**config.mk**
```make
export PLATFORM = sky130hd
export DESIGN_NAME = irq_route_ctl
export DESIGN_NICKNAME = d
export VERILOG_FILES = /design/src/rtl/irq_route_pkg.sv /design/src/rtl/irq_in_sync.sv /design/src/rtl/irq_pin_state.sv /design/src/rtl/irq_pick_low.sv /design/src/rtl/irq_route_ctl.sv
export SDC_FILE = /design/constraint.sdc
export NUM_CORES = 1
export LEC_CHECK = 0
export ABC_AREA = 1
export BUFFER_PORTS_ARGS = -buffer_cell sky130_fd_sc_hd__buf_2
export CAP_MARGIN = 5
export CORE_ASPECT_RATIO = 1.5
export CORE_MARGIN = 1
export CORE_UTILIZATION = 54
export DETAILED_ROUTE_END_ITERATION = 8
export PLACE_DENSITY = 0.76
export SLEW_MARGIN = 20
export SYNTH_ARGS = -nofsm -noshare
export SYNTH_HDL_FRONTEND = slang
export SYNTH_SLANG_ARGS = --single-unit
```
**constraint.sdc**
```tcl
create_clock -name clk -period 2.2 [get_ports clk]
set_clock_uncertainty 0.15 [all_clocks]
set_input_delay 0.11 -clock clk [delete_from_list [all_inputs] [get_ports clk]]
set_output_delay 0.11 -clock clk [all_outputs]
set_load 0.03 [all_outputs]
```
**src/rtl/irq_route_pkg.sv**
```systemverilog
package irq_route_pkg;

   localparam int VEC_W  = 8;
   localparam int DEST_W = 8;
   localparam int MODE_W = 3;

   // Entry configuration; packed order fixes the register bit positions.
   typedef struct packed {
      logic              mask;     // 22
      logic              act_low;  // 21
      logic              lvl;      // 20
      logic              logical;  // 19
      logic [MODE_W-1:0] mode;     // 18:16
      logic [DEST_W-1:0] dest;     // 15:8
      logic [VEC_W-1:0]  vec;      // 7:0
   } ent_cfg_t;

   localparam int CFG_W   = $bits(ent_cfg_t);
   localparam int RD_W    = 32;
   localparam int PEND_B  = 24;
   localparam int RIRR_B  = 25;

   localparam ent_cfg_t ENT_RST = '{mask: 1'b1, default: '0};

endpackage

```
**src/rtl/irq_in_sync.sv**
```systemverilog
module irq_in_sync #(
   parameter int STAGES = 2
) (
   input  logic clk,
   input  logic rst_n,
   input  logic pin,
   input  logic act_low,
   output logic active,
   output logic rise
);

   if (STAGES < 2) begin : g_bad_stages
      $error("irq_in_sync: STAGES must be at least 2");
   end

   logic [STAGES-1:0] shreg;
   logic              active_q;

   always_ff @(posedge clk or negedge rst_n) begin
      if (!rst_n) begin
         shreg    <= '0;
         active_q <= 1'b0;
      end else begin
         shreg    <= {shreg[STAGES-2:0], pin};
         active_q <= active;
      end
   end

   assign active = shreg[STAGES-1] ^ act_low;
   assign rise   = active & ~active_q;

endmodule

```
**src/rtl/irq_pin_state.sv**
```systemverilog
module irq_pin_state
   import irq_route_pkg::*;
(
   input  logic     clk,
   input  logic     rst_n,
   input  logic     wr,
   input  ent_cfg_t wdata,
   input  logic     active,
   input  logic     rise,
   input  logic     grant,
   input  logic     eoi_valid,
   input  logic [VEC_W-1:0] eoi_vector,
   output ent_cfg_t cfg,
   output logic     ready,
   output logic     rirr
);

   logic pend;
   logic eoi_hit;

   assign eoi_hit = eoi_valid && (eoi_vector == cfg.vec);

   always_ff @(posedge clk or negedge rst_n) begin
      if (!rst_n) begin
         cfg  <= ENT_RST;
         pend <= 1'b0;
         rirr <= 1'b0;
      end else begin
         if (wr) cfg <= wdata;
         if (cfg.lvl) begin
            pend <= 1'b0;
            // acceptance outranks a same-cycle EOI
            rirr <= grant | (rirr & ~eoi_hit);
         end else begin
            // new edge outranks a same-cycle acceptance
            pend <= (rise & ~cfg.mask) | (pend & ~grant);
            rirr <= 1'b0;
         end
      end
   end

   assign ready = ~cfg.mask & (cfg.lvl ? (active & ~rirr) : pend);

endmodule

```
**src/rtl/irq_pick_low.sv**
```systemverilog
module irq_pick_low #(
   parameter int N  = 8,
   parameter int IW = (N > 1) ? $clog2(N) : 1
) (
   input  logic [N-1:0]  req,
   output logic          any,
   output logic [IW-1:0] idx
);

   always_comb begin
      any = |req;
      idx = '0;
      for (int i = N - 1; i >= 0; i--) begin
         if (req[i]) idx = IW'(i);
      end
   end

endmodule

```
**src/rtl/irq_route_ctl.sv**
```systemverilog
module irq_route_ctl
   import irq_route_pkg::*;
#(
   parameter int NPIN        = 8,
   parameter int SYNC_STAGES = 2,
   parameter int PHYS_BITS   = 4,
   localparam int IW         = (NPIN > 1) ? $clog2(NPIN) : 1
) (
   input  logic              clk,
   input  logic              rst_n,
   input  logic [NPIN-1:0]   pin_raw,
   input  logic              cfg_we,
   input  logic [IW-1:0]     cfg_addr,
   input  logic [CFG_W-1:0]  cfg_wdata,
   output logic [RD_W-1:0]   cfg_rdata,
   output logic              req_valid,
   input  logic              req_ready,
   output logic [IW-1:0]     req_pin,
   output logic [VEC_W-1:0]  req_vector,
   output logic [MODE_W-1:0] req_mode,
   output logic              req_dmode,
   output logic [DEST_W-1:0] req_dest,
   input  logic              eoi_valid,
   input  logic [VEC_W-1:0]  eoi_vector
);

   if (NPIN < 1 || NPIN > 64) begin : g_bad_npin
      $error("irq_route_ctl: NPIN out of range");
   end
   if (PHYS_BITS < 1 || PHYS_BITS > DEST_W) begin : g_bad_phys
      $error("irq_route_ctl: PHYS_BITS out of range");
   end

   ent_cfg_t        cfg_arr [NPIN];
   logic [NPIN-1:0] rdy_v, rirr_v, lvl_v, mask_v, grant_v;
   logic            accept;
   ent_cfg_t        sel;

   assign accept = req_valid & req_ready;

   for (genvar k = 0; k < NPIN; k++) begin : g_pin
      logic active, rise;

      irq_in_sync #(.STAGES(SYNC_STAGES)) u_sync (
         .clk     (clk),
         .rst_n   (rst_n),
         .pin     (pin_raw[k]),
         .act_low (cfg_arr[k].act_low),
         .active  (active),
         .rise    (rise)
      );

      assign grant_v[k] = accept && (req_pin == IW'(k));

      irq_pin_state u_state (
         .clk        (clk),
         .rst_n      (rst_n),
         .wr         (cfg_we && (cfg_addr == IW'(k))),
         .wdata      (ent_cfg_t'(cfg_wdata)),
         .active     (active),
         .rise       (rise),
         .grant      (grant_v[k]),
         .eoi_valid  (eoi_valid),
         .eoi_vector (eoi_vector),
         .cfg        (cfg_arr[k]),
         .ready      (rdy_v[k]),
         .rirr       (rirr_v[k])
      );

      assign lvl_v[k]  = cfg_arr[k].lvl;
      assign mask_v[k] = cfg_arr[k].mask;
   end

   irq_pick_low #(.N(NPIN), .IW(IW)) u_pick (
      .req (rdy_v),
      .any (req_valid),
      .idx (req_pin)
   );

   assign sel        = cfg_arr[req_pin];
   assign req_vector = sel.vec;
   assign req_mode   = sel.mode;
   assign req_dmode  = sel.logical;

   if (PHYS_BITS == DEST_W) begin : g_dest_full
      assign req_dest = sel.dest;
   end else begin : g_dest_trim
      localparam logic [DEST_W-1:0] PHYS_MASK = {{(DEST_W-PHYS_BITS){1'b0}}, {PHYS_BITS{1'b1}}};
      assign req_dest = sel.logical ? sel.dest : (sel.dest & PHYS_MASK);
   end

   always_comb begin
      cfg_rdata                 = '0;
      cfg_rdata[CFG_W-1:0]      = cfg_arr[cfg_addr];
      cfg_rdata[PEND_B]         = rdy_v[cfg_addr];
      cfg_rdata[RIRR_B]         = rirr_v[cfg_addr];
   end

endmodule

```
# Word-level counts from Yosys, hierarchy flattened
# Index checks and enable logic that the tools add are counted.
# W data, S select, Z words.
totals:
  regBits: 224
classes:
  eq_ne: 22
  bitwise_logic: 115
  reduce_logical: 27
  magnitude_cmp: 3
  n_mux: 43
ops:
  columns: ["cell", "n"]
  rows:
  - ["$bmux W23 S3", 2]
  - ["$eq A8 B8 Y1", 8]
  - ["$and A1 B1 Y1", 49]
  - ["$mux W23", 2]
  - ["$mux W20", 2]
  - ["$not A1 Y1", 40]
  - ["$mux W1", 26]
  - ["$eq A3 B3 Y1 const B", 8]
  - ["$logic_and A1 B1 Y1", 24]
  - ["$mux W3", 8]
  - ["$or A1 B1 Y1", 16]
  - ["$eq A3 B2 Y1 const B", 4]
  - ["$ge A4 B4 Y1 const B", 2]
  - ["$mux W8", 1]
  - ["$not A3 Y4", 2]
  - ["$reduce_or A8 Y1", 1]
  - ["$xor A1 B1 Y1", 8]
  - ["$bmux W1 S3", 2]
  - ["$eq A3 B1 Y1 const B", 2]
  - ["$logic_not A3 Y1", 2]
  - ["$lt A3 B4 Y1 const B", 1]

# Depth between registers and ports, before layout
# Gate-level depths: netlist of run 1.
logic_depth:
  word_depth: 18
  mapped_depth: 20
  depth_no_buf: 19

# Modules after synthesis
# A second synthesis of run 1 with hierarchy kept.
hier_totals:
  cells_unflattened: 1682
  area_unflattened_um2: 12712.2
by_module_without_submodules:
  columns: ["mod", "seq_area_each_um2", "area_each_um2", "cells_each", "instances"]
  rows:
  - ["irq_pin_state", 626.9, 1087.3, 106, 8]
  - ["irq_route_ctl", 0.0, 3064.2, 732, 1]
  - ["irq_in_sync", 75.1, 106.4, 10, 8]
  - ["irq_pick_low", 0.0, 98.8, 22, 1]

# Least setup slack after synthesis of run 1
# Ideal clock, no wire load.
synth_path:
  kind: "register to output"
  from: "register g_pin[5].u_state.cfg[20] in the netlist's numbering"
  to: "output port req_dest[2]"
  slack_ns: -0.226
  required_time_ns: 1.940
  path_stages_with_launch: 17
  arrival_time_ns: 2.166
  cell_sequence: "dfrtp_1 -> inv_2 -> or2_0 -> o21ai_1 -> nand2_1 -> nand2_1 -> nand2_1 -> nand2_1 -> nand2_1 -> nand2_2 -> nand2_4 -> buf_2 -> inv_2 -> nand2_1 -> o21ai_0 -> nor2_1 -> nor2_1"
synth_between:
  elab_chain_len: 13
synth_lines:
  columns: ["item", "line", "source"]
  rows:
  - ["start, declared", "irq_pin_state.sv:13", "output ent_cfg_t cfg,"]
  - ["start signal, assigned", "irq_pin_state.sv:29", "if (wr) cfg <= wdata;"]
  - ["$mux W1", "irq_pin_state.sv:42", "assign ready = ~cfg.mask & (cfg.lvl ? (active & ~rirr) : pend);"]
  - ["$and A1 B1 Y1", "irq_pin_state.sv:42", null]
  - ["$mux W3 (6 in series)", "irq_pick_low.sv:14", "if (req[i]) idx = IW'(i);"]
  - ["via req_pin[0]", "irq_route_ctl.sv:18", "output logic [IW-1:0] req_pin,"]
  - ["$not A3 Y4 (implied by the code)", "irq_route_ctl.sv:80", "assign sel = cfg_arr[req_pin];"]
  - ["$bmux W23 S3", "irq_route_ctl.sv:80", null]
  - ["$mux W20 (implied by the code) (2 in series)", "irq_route_ctl.sv:80", null]
  - ["$mux W8", "irq_route_ctl.sv:89", "assign req_dest = sel.logical ? sel.dest : (sel.dest & PHYS_MASK);"]
  - ["end, declared", "irq_route_ctl.sv:22", "output logic [DEST_W-1:0] req_dest,"]
# The timed path passes the listed nets, and every way through them passes these cells. The select of a mux whose other input is x is not followed.

# Worst setup path in the final report of run 1
layout_path:
  from: "register g_pin[5].u_state.cfg[20] in the netlist's numbering"
  to: "output port req_dest[3]"
layout_between:
  elab_chain_len: 13
layout_lines:
  columns: ["item", "line"]
  rows:
  - ["$mux W1", "irq_pin_state.sv:42"]
  - ["$and A1 B1 Y1", "irq_pin_state.sv:42"]
  - ["$mux W3 (6 in series)", "irq_pick_low.sv:14"]
  - ["$not A3 Y4 (implied by the code)", "irq_route_ctl.sv:80"]
  - ["$bmux W23 S3", "irq_route_ctl.sv:80"]
  - ["$mux W20 (implied by the code) (2 in series)", "irq_route_ctl.sv:80"]
  - ["$mux W8", "irq_route_ctl.sv:89"]
# No other way between the ends. The select of a mux whose other input is x is not followed.

==> results of run 1 <==
metal layers:
layer,up-vias,track usage (%)
met5,-,0
met4,2,22.7
met3,281,7.07
met2,889,61.9
met1,6009,46.3
li1,5646,-
registers in the layout, summed over array words and instances (netlist names):
name and flops:
g_pin.u_state.cfg 184, g_pin.u_state.pend 8, g_pin.u_state.rirr 8, g_pin.u_sync.active_q 8, g_pin.u_sync.shreg 16
Yosys cell counts, types with 5 or more instances:
master,count
nor3_1,9
o21ai_0,226
a21oi_1,36
o22ai_1,27
a31oi_1,6
dfrtp_1,216
o211ai_1,6
clkbuf_1,66
buf_4,10
buf_2,12
a22oi_1,12
nand2_1,533
xor2_1,18
inv_1,137
xnor2_1,9
nand3b_1,5
a221oi_1,20
a2111oi_0,7
o2111ai_1,20
nand3_1,57
dfstp_2,8
nor2_1,87
cell type report:
cell class / instances / area, sq um / area share, %
Multi-Input combinational cell: 1124 / 6170 / 38.0
Sequential cell: 224 / 5620 / 34.6
Inverter: 142 / 551 / 3.39
Tap cell: 272 / 340 / 2.09
Clock buffer: 27 / 611 / 3.76
Clock inverter: 13 / 156 / 0.962
Timing Repair Buffer: 300 / 2810 / 17.3
stage by stage:
step / TNS, ns / util, % / hold slack, ns / cells / instance area (sq um)
final: -23.03 / 75.1 / 0.00739 / 2102 / 16300
after global routing: -26.05 / 75.1 / 0.0696 / 2102 / 16300
after CTS: -17.02 / 71.9 / 0.0222 / 2083 / 15600
after detailed placement: -8.54 / 62.9 / -0.00853 / 1981 / 13600
after global placement: -6.24 / 62.9 / -0.0119 / 1981 / 13600
after floorplan: -0.518 / - / -0.336 / 1584 / 12000
worst max-delay path by stage:
stage | from | end | slack (ns) | depth (start not counted)
after global routing | g_pin[5].u_state.cfg[20] | req_dest[3] | -1.01 | 18
after floorplan | g_pin[4].u_state.cfg[21] | req_dest[4] | -0.11 | 15
after CTS | g_pin[4].u_state.cfg[21] | req_vector[7] | -0.78 | 15
after global placement | g_pin[1].u_state.cfg[21] | req_vector[7] | -0.32 | 12
final | g_pin[5].u_state.cfg[20] | req_dest[3] | -0.92 | 16
after detailed placement | g_pin[7].u_state.cfg[20] | req_dest[7] | -0.40 | 18
cells in the final DEF (no fill, tap or decap), types with 8 or more instances in the layout:
master,Yosys,final
o21ai_0,226,207
nand2_2,2,33
buf_4,10,109
nor2_4,3,37
buf_6,2,46
dfrtp_1,216,216
nor2_2,1,19
dlygate4sd3_1,0,41
buf_12,0,26
a22oi_1,12,12
nand3_1,57,31
nand2_4,2,16
inv_1,137,131
nand3_2,0,22
buf_2,12,68
a21oi_1,36,24
o22ai_1,27,23
o21ai_1,1,14
nand2_1,533,486
nor2_1,87,35
dfstp_2,8,8
a221oi_1,20,20
clkbuf_16,0,26
o2111ai_1,20,20
a21oi_2,1,12
xor2_1,18,17
cells by family (layout without fill, tap and decap cells):
logic type,count (synthesis),after routing,synth area share (%)
compound gates,379,379,18.8
xor+xnor,28,28,2.12
flops,224,224,47.2
buf+inv,236,482,8.02
simple gates,710,710,23.9
other cells,1,7,0.0315
power breakdown:
group	switching (mW)	leakage (nW)	internal [mW]	total [mW]
Clock	1.68	0.375	2.34	4.03
Sequential	0.757	2.77	4.92	5.67
Combinational	7.86	4.68	5.94	13.8
worst reg2reg max path, delay by kind of cell (launching register included):
family,cells,cell delay [ns]
AOI/OAI and AO/OA,2,0.27
DFF,1,0.37
buffers and inverters,9,0.87
and+or+nand+nor,11,1.12
timing repair:
action / 4_1_cts / 5_1_grt
gates cloned: 2 / 3
buffers inserted: 21 / 18
pin swaps: 43 / 39
resized for setup: 177 / 129
setup endpoints to repair: 40 / 47
hold buffers: 41 / 0
endpoints found under the hold margin: 418 / 0
==> out/metrics.csv, run 1 <==
stage,metric,value,unit
status,status,"finished, violations left",
status,failed_checks,setup timing,
routing,met1_length,15.7,mm
setup_path,critical_path_required,1.94,ns
routing,vias,12800,
setup_path,cp_slowest_stage_delay,0.37,ns
timing,worst_slew_pin_slew,0.687,ns
floorplan,die_h,184,um
floorplan,initial_core_util,55.0,%
setup_path,end_kind,primary output,
setup_path,crit_buf_inv,5,
synthesis,synthArstFlopShare,100,%
timing,max_freq,0.321,GHz
timing,rsz0062_at_grt,true,
finish,n_antenna_cell,0,
clock_tree,clk_pin_slew_worst_paths,0.07,ns
placement,dp_hpwl,27.0,mm
clock_tree,clock_latency,0.52,ns
synthesis,ys_types,48,
routing,drtPass1Iterations,7,
synthesis,yosys.area.top_type,dfrtp_1,
timing,period_minus_slack,3.12,ns
setup_path,crit_fanout,6,
global_route,grt_max_degree,82,
finish,drive_above_1_share,26.4,%
timing,worst_slack,-0.918,ns
routing,wl_met3,4.74,mm
setup_path,r2r-end,g_pin[5].u_state.pend,
pwr,p_leak,7.83,nW
timing,drv_slew,0,
flow_run,maxCapViolations,0,
synthesis,synth_edf_count,0,
global_route,grt_pass1_vias,12300,
pwr,powerDensity,1450,nW/um^2
placement,dp_slack,-0.402,ns
setup_path,critPathKind,reg -> out,
routing,wire_per_inst,21.2,um
placement,place_congestion,1.04,
pwr,power.total,23.5,mW
finish,final_net_count,1861,
clock_tree,cts-root-buf,clkbuf_16,
pwr,peakVddDrop,0.936,mV
setup_path,arrival,2.86,ns
timing,hold_violations,0,
floorplan,io-pin-count,103,
synthesis,synth_cells,1578,
synthesis,ys_warn_count,0,
placement,portBuffers,95,
timing,relSlewSlack,53.6,%
synthesis,yosys.area.top_type_share,45.4,%
global_route,track_usage,38.0,%
setup_path,crit_chain,inv_2 -> or2_0 -> o21ai_1 -> nand2_2 -> nand2_2 -> a21oi_4 -> buf_6 -> o21bai_4 -> nor2_4 -> buf_12 -> clkbuf_16 -> nand2_1 -> nand3_1 -> nor2_2 -> nor2_4 -> buf_6,
routing,postRouteAntennaNets,0,
floorplan,dieArea,22600,sq um
clock_tree,cts_max_level,1,
synthesis,synth_area_per_cell,7.54,sq um
global_route,grt_pass1_wl,65.3,mm
routing,viasPerCell,6.10,
finish,area_delta_synth_final,36.6,%
synthesis,ys_ff_latch,224,
setup_path,cp_slowest_cell,dfrtp_1,
routing,topRoutingLayerUsed,met5,
routing,wl_met2,20.6,mm
synthesis,ys_top_cells_by_area,"dfrtp_1 45%, nand2_1 17%, o21ai_0 9.5%",
setup_path,r2r_cells,22,
clock_tree,clock_sinks,224,
synthesis,yosysSeqAreaShare,47.2,%
timing,period_share,142,%
setup_path,crit_family,simple AND/OR/NAND/NOR gates,
setup_path,crit_path_start_kind,register,
synthesis,synth-main-ff-cell,dfrtp_1,
setup_path,r2r_slack,-0.68,ns
min_path,hp-class,in -> async,
floorplan,core.rowCount,66,
clock_tree,cts_tree,yes,
routing,first_iter_violations,1529,
setup_path,r2r-start,g_pin[5].u_state.cfg[20],
finish,fillers,1491,
routing,drc_errors,0,
routing,drt_wl_total,44.6,mm
clock_tree,cts_max_path_buffers,3,
clock_tree,numCtsBuffers,22,
global_route,grt_overflow,0,
synthesis,syn_area,11900,sq um
floorplan,die_x,123,um
timing,finalSetupViolCount,39,
global_route,antenna_found_initial,1,
floorplan,coreArea,21600,sq um
Note: power is estimated with default switching activity, not from simulation.
==> inputs of run 2 (changes only) <==
PLACE_DENSITY = default   (was 0.76)
PLACE_DENSITY_LB_ADDON = 0.15   (was default)
==> out/metrics.csv, run 2 (synthesized netlist as in run 1, its figures left out) <==
stage,metric,value,unit
setup_path,cp_slowest_stage_delay,0.39,ns
global_route,track_usage,38.0,%
finish,drive_above_1_share,23.9,%
pwr,powerDensity,1400,nW/um^2
setup_path,crit_chain,or2_0 -> o21ai_1 -> nand2_1 -> nand2_1 -> nand2_1 -> nand2_1 -> nand2_2 -> nand2_4 -> nand2_8 -> nor2_4 -> buf_6 -> buf_8 -> nand2_2 -> nand3_2 -> nor2_2 -> nor2_2 -> buf_6,
placement,portBuffers,95,
floorplan,core.rowCount,66,
pwr,peakVddDrop,0.836,mV
floorplan,die_x,123,um
finish,area_delta_synth_final,31.5,%
pwr,p_sw_share,43.7,%
finish,design_area,15600,sq um
global_route,grt_max_degree,92,
pwr,power.total,21.9,mW
floorplan,initial_core_util,55.0,%
setup_path,cp_common_cell,nand2_1,
pwr,combPwrFrac,56.3,%
timing,rsz0062_at_grt,true,
routing,drt_wl_total,42.7,mm
timing,period_share,142,%
min_path,hp-class,in -> async,
routing,vias,12400,
flow_run,maxCapViolations,0,
finish,layout_common_cells,"500 x nand2_1, 217 x o21ai_0, 216 x dfrtp_1, 130 x inv_1, 109 x buf_4",
status,failed_checks,setup timing,
finish,largest_reg_flops,184,
setup_path,crit_fanout,7,
finish,fin_cells,2078,
clock_tree,numCtsBuffers,23,
global_route,grt_overflow,0,
setup_path,critical_path_required,1.94,ns
finish,regMostFlops,g_pin.u_state.cfg,
finish,final_net_count,1837,
clock_tree,clock_latency,0.53,ns
finish,n_antenna_cell,0,
timing,period_minus_slack,3.13,ns
floorplan,coreArea,21600,sq um
finish,top_regs,"g_pin.u_state.cfg (184), g_pin.u_sync.shreg (16)",
timing,worst_slack,-0.928,ns
placement,dp_cells,1974,
timing,hold_violations,0,
global_route,grt_pass1_wl,64.8,mm
clock_tree,clk_pin_slew_worst_paths,0.06,ns
clock_tree,clock_sinks,224,
pwr,internal-power,12.4,mW
timing,drv_slew,0,
timing,max_freq,0.320,GHz
placement,place_congestion,0.980,
placement,placed_area,13500,sq um
pwr,clkPwrFrac,18.0,%
global_route,antenna_found_initial,0,
routing,viasPerCell,5.95,
setup_path,crit_buf_inv,3,
setup_path,crit_family,simple AND/OR/NAND/NOR gates,
timing,whs,0.0133,ns
floorplan,io-pin-count,103,
pwr,p_sw,9.59,mW
setup_path,arrival,2.87,ns
routing,first_iter_violations,1256,
placement,dp_hpwl,27.6,mm
timing,worst_slew_pin_slew,0.814,ns
clock_tree,cts_tree,yes,
routing,drc_errors,0,
floorplan,die_h,184,um
floorplan,dieArea,22600,sq um
setup_path,cp_slowest_cell,dfrtp_1,
status,status,"finished, violations left",
timing,finalSetupViolCount,37,
placement,dp_slack,-0.348,ns
pwr,p_leak,7.53,nW
pwr,sequentialPowerShare,25.7,%
global_route,grt_pass1_vias,11900,
clock_tree,cts_max_level,1,
clock_tree,cts-root-buf,clkbuf_16,
timing,relSlewSlack,45.0,%
clock_tree,cts_max_path_buffers,3,
routing,wire_per_inst,20.6,um
setup_path,crit_path_start_kind,register,
routing,postRouteAntennaNets,0,
setup_path,critPathKind,reg -> out,
setup_path,end_kind,primary output,
routing,drtPass1Iterations,5,
finish,mostFrequentLayoutCell,nand2_1,
[run 2: power groups by stage]
stage          registers (mW)  clock network, mW  logic, mW
6_report                 5.64               3.94       12.4
5_1_grt                  5.72               4.14       13.2
4_1_cts                  5.60               3.98       11.2
3_5_place_dp             5.65                  0       9.40
3_3_place_gp             5.63                  0       9.30
2_1_floorplan            5.45                  0       6.06
[run 2: layout make-up]
type | count | area, sq um
multi-input cells | 1124 | 5970
well taps | 272 | 340
repair buffers | 275 | 2420
fillers | 1728 | 6000
clock inverters | 10 | 111
inverters | 142 | 541
clock buffers | 31 | 636
flip-flops and latches | 224 | 5620
[run 2: what timing repair did]
action                                  4_1_cts  5_1_grt
hold buffers                                 34        0
endpoints found under the hold margin       420        0
resized for setup                           147       93
pin swaps                                    32       35
setup buffers                                16       17
endpoints found under the setup margin       42       42
gates cloned                                  2        2
[run 2: final timing paths]
kind                                           from  cells after the start  slack [ns]                       end
setup / recovery              g_pin[5].u_state.rirr                     17       -0.93               req_dest[2]
hold / removal                                rst_n                      3        0.01  g_pin[2].u_state.cfg[11]
setup reg to reg              g_pin[5].u_state.rirr                     16       -0.33     g_pin[7].u_state.pend
hold reg to reg            g_pin[0].u_sync.shreg[0]                      0        0.20  g_pin[0].u_sync.shreg[1]
max in group asynchronous                     rst_n                      3        1.35  g_pin[5].u_state.cfg[22]
min in group clk                             cfg_we                      6        0.02  g_pin[2].u_state.cfg[16]
[run 2: layer usage]
layer,vias up,GRT usage (%),routed length [um]
met5,-,0,0
met2,724,62.5,20300
met4,0,21.9,2740
li1,5610,-,-
met3,189,5.43,3610
met1,5831,47.2,16100
[run 2: through the flow]
| step | TNS [ns] | util, % |
|---|---|---|
| final | -21.16 | 72.3 |
| after global routing | -24.39 | 72.3 |
| after CTS | -16.90 | 70.2 |
| after detailed placement | -9.96 | 62.2 |
| after global placement | -8.59 | 62.2 |
| after floorplan | -0.518 | - |
[run 2: tightest hold or removal path: cells and delay by family]
| kind | cells | cell delay [ns] |
|---|---|---|
| buffers and inverters | 3 | 0.95 |
==> inputs of run 3 (changes only) <==
GPL_TIMING_DRIVEN = 0   (was default)
TNS_END_PERCENT = 30   (was default)
==> out/metrics.csv, run 3 (synthesized netlist as in run 1, its figures left out) <==
stage,metric,value,unit
status,failed_checks,setup timing,
setup_path,crit_path_start_kind,register,
status,status,"finished, violations left",
placement,dp_hpwl,34.1,mm
clock_tree,clock_latency,0.55,ns
timing,worst_slew_pin_slew,1.10,ns
finish,drive_above_1_share,21.7,%
pwr,powerDensity,1510,nW/um^2
placement,dp_cells,1949,
global_route,grt_overflow,0,
clock_tree,cts_max_level,1,
finish,n_antenna_cell,0,
timing,period_share,144,%
flow_run,maxCapViolations,0,
timing,finalSetupViolCount,72,
global_route,grt_max_degree,86,
pwr,power.total,23.5,mW
setup_path,startpoint,g_pin[5].u_sync.shreg[1],
routing,vias,13200,
floorplan,io-pin-count,103,
floorplan,die_h,184,um
timing,relSlewSlack,26.6,%
finish,mostFrequentLayoutCell,nand2_1,
routing,first_iter_violations,1805,
floorplan,die_x,123,um
pwr,p_leak,7.46,nW
timing,worst_slack,-0.959,ns
global_route,track_usage,49.1,%
timing,max_freq,0.317,GHz
global_route,grt_pass1_wl,79.4,mm
placement,portBuffers,91,
floorplan,dieArea,22600,sq um
clock_tree,cts-root-buf,clkbuf_16,
clock_tree,clock_sinks,224,
setup_path,arrival,2.90,ns
setup_path,r2r_cells,16,
setup_path,r2r-end,g_pin[1].u_state.pend,
clock_tree,cts_max_path_buffers,3,
placement,place_congestion,1.06,
setup_path,crit_path_end,req_vector[7],
global_route,grt_pass1_vias,13000,
finish,largest_reg_flops,184,
routing,wire_per_inst,25.8,um
timing,hold_violations,0,
routing,viasPerCell,6.36,
timing,period_minus_slack,3.16,ns
finish,fin_cells,2079,
routing,drtPass1Iterations,6,
routing,drt_wl_total,53.7,mm
timing,drv_slew,0,
floorplan,initial_core_util,55.0,%
setup_path,critical_path_required,1.94,ns
finish,final_net_count,1837,
clock_tree,cts_tree,yes,
min_path,hp-class,in -> async,
timing,rsz0062_at_grt,true,
setup_path,end_kind,primary output,
clock_tree,numCtsBuffers,23,
routing,postRouteAntennaNets,0,
floorplan,coreArea,21600,sq um
clock_tree,clk_pin_slew_worst_paths,0.07,ns
pwr,peakVddDrop,1.07,mV
setup_path,r2r-start,g_pin[5].u_state.cfg[20],
timing,whs,0.00736,ns
setup_path,critPathKind,reg -> out,
routing,drc_errors,0,
finish,regMostFlops,g_pin.u_state.cfg,
global_route,antenna_found_initial,1,
setup_path,r2r_slack,-0.35,ns
finish,layout_common_cells,"487 x nand2_1, 215 x dfrtp_1, 209 x o21ai_0, 131 x inv_1, 69 x buf_2",
finish,top_regs,"g_pin.u_state.cfg (184), g_pin.u_sync.shreg (16)",
floorplan,core.rowCount,66,
setup_path,crit_fanout,7,
finish,area_delta_synth_final,31.0,%
-- run 3: metal layers --
metal / GRT usage (%) / share of wire (%) / wire length [um]
met1: 58.7 / 34 / 18100
met2: 71.8 / 43 / 22900
met3: 14.6 / 13 / 6830
met4: 41.4 / 11 / 5950
met5: 0 / 0 / 0
-- run 3: critical path: stages (launching register included) --
cell and delay [ns]:
dfrtp_1 0.40, xnor2_2 0.26, o21ai_1 0.11, nand2_1 0.13, nand2_2 0.10, a21oi_4 0.18
buf_6 0.13, o21bai_4 0.08, nor2_4 0.17, buf_12 0.16, buf_12 0.14, nand2_2 0.05
nand3_2 0.10, nor2_4 0.05, nor2_4 0.12, buf_6 0.15
-- run 3: per-stage QoR --
stage / utilization [%] / cell area (sq um) / worst slack, ns / setup TNS [ns]
4_1_cts: 70.2 / 15200 / -0.893 / -19.72
5_1_grt: 72.0 / 15600 / -1.02 / -29.41
2_1_floorplan: - / 12000 / -0.113 / -1.08
6_report: 72.0 / 15600 / -0.959 / -26.09
3_3_place_gp: 59.0 / 12800 / -2.98 / -744.23
3_5_place_dp: 59.3 / 12800 / -0.996 / -96.03
-- run 3: how the worst min path moves through the flow --
stage,from,endpoint,slack (ns),cells past startpoint
after floorplan,rst_n,g_pin[0].u_state.cfg[0],-0.34,0
after CTS,rst_n,g_pin[3].u_state.cfg[14],0.04,3
after global placement,pin_raw[1],g_pin[1].u_sync.shreg[0],0.07,1
after detailed placement,rst_n,g_pin[4].u_state.cfg[11],-0.07,1
after global routing,rst_n,g_pin[3].u_state.cfg[14],0.06,3
final,rst_n,g_pin[5].u_state.cfg[11],0.007,3
-- run 3: repair_timing --
item,CTS,global route
hold buffers,37,0
setup buffers,39,15
pin swaps,39,50
gates resized for setup,238,115
hold endpoints to repair,414,0
setup endpoints to repair,88,86
gates cloned,5,0
-- run 3: cell type report --
| class | count | area [sq um] |
|---|---|---|
| Buffer | 90 | 652 |
| Clock buffer | 34 | 697 |
| Clock inverter | 8 | 73.8 |
| Fill cell | 1773 | 6050 |
| Inverter | 142 | 552 |
| Multi-Input combinational cell | 1124 | 5970 |
| Sequential cell | 224 | 5620 |
| Tap cell | 272 | 340 |
| Timing Repair Buffer | 185 | 1680 |
-- run 3: power by group --
part	internal, mW	total, mW	switching [mW]
logic	5.48	13.7	8.24
clock network	2.31	4.10	1.79
registers	4.92	5.71	0.791
total	12.7	23.5	10.8
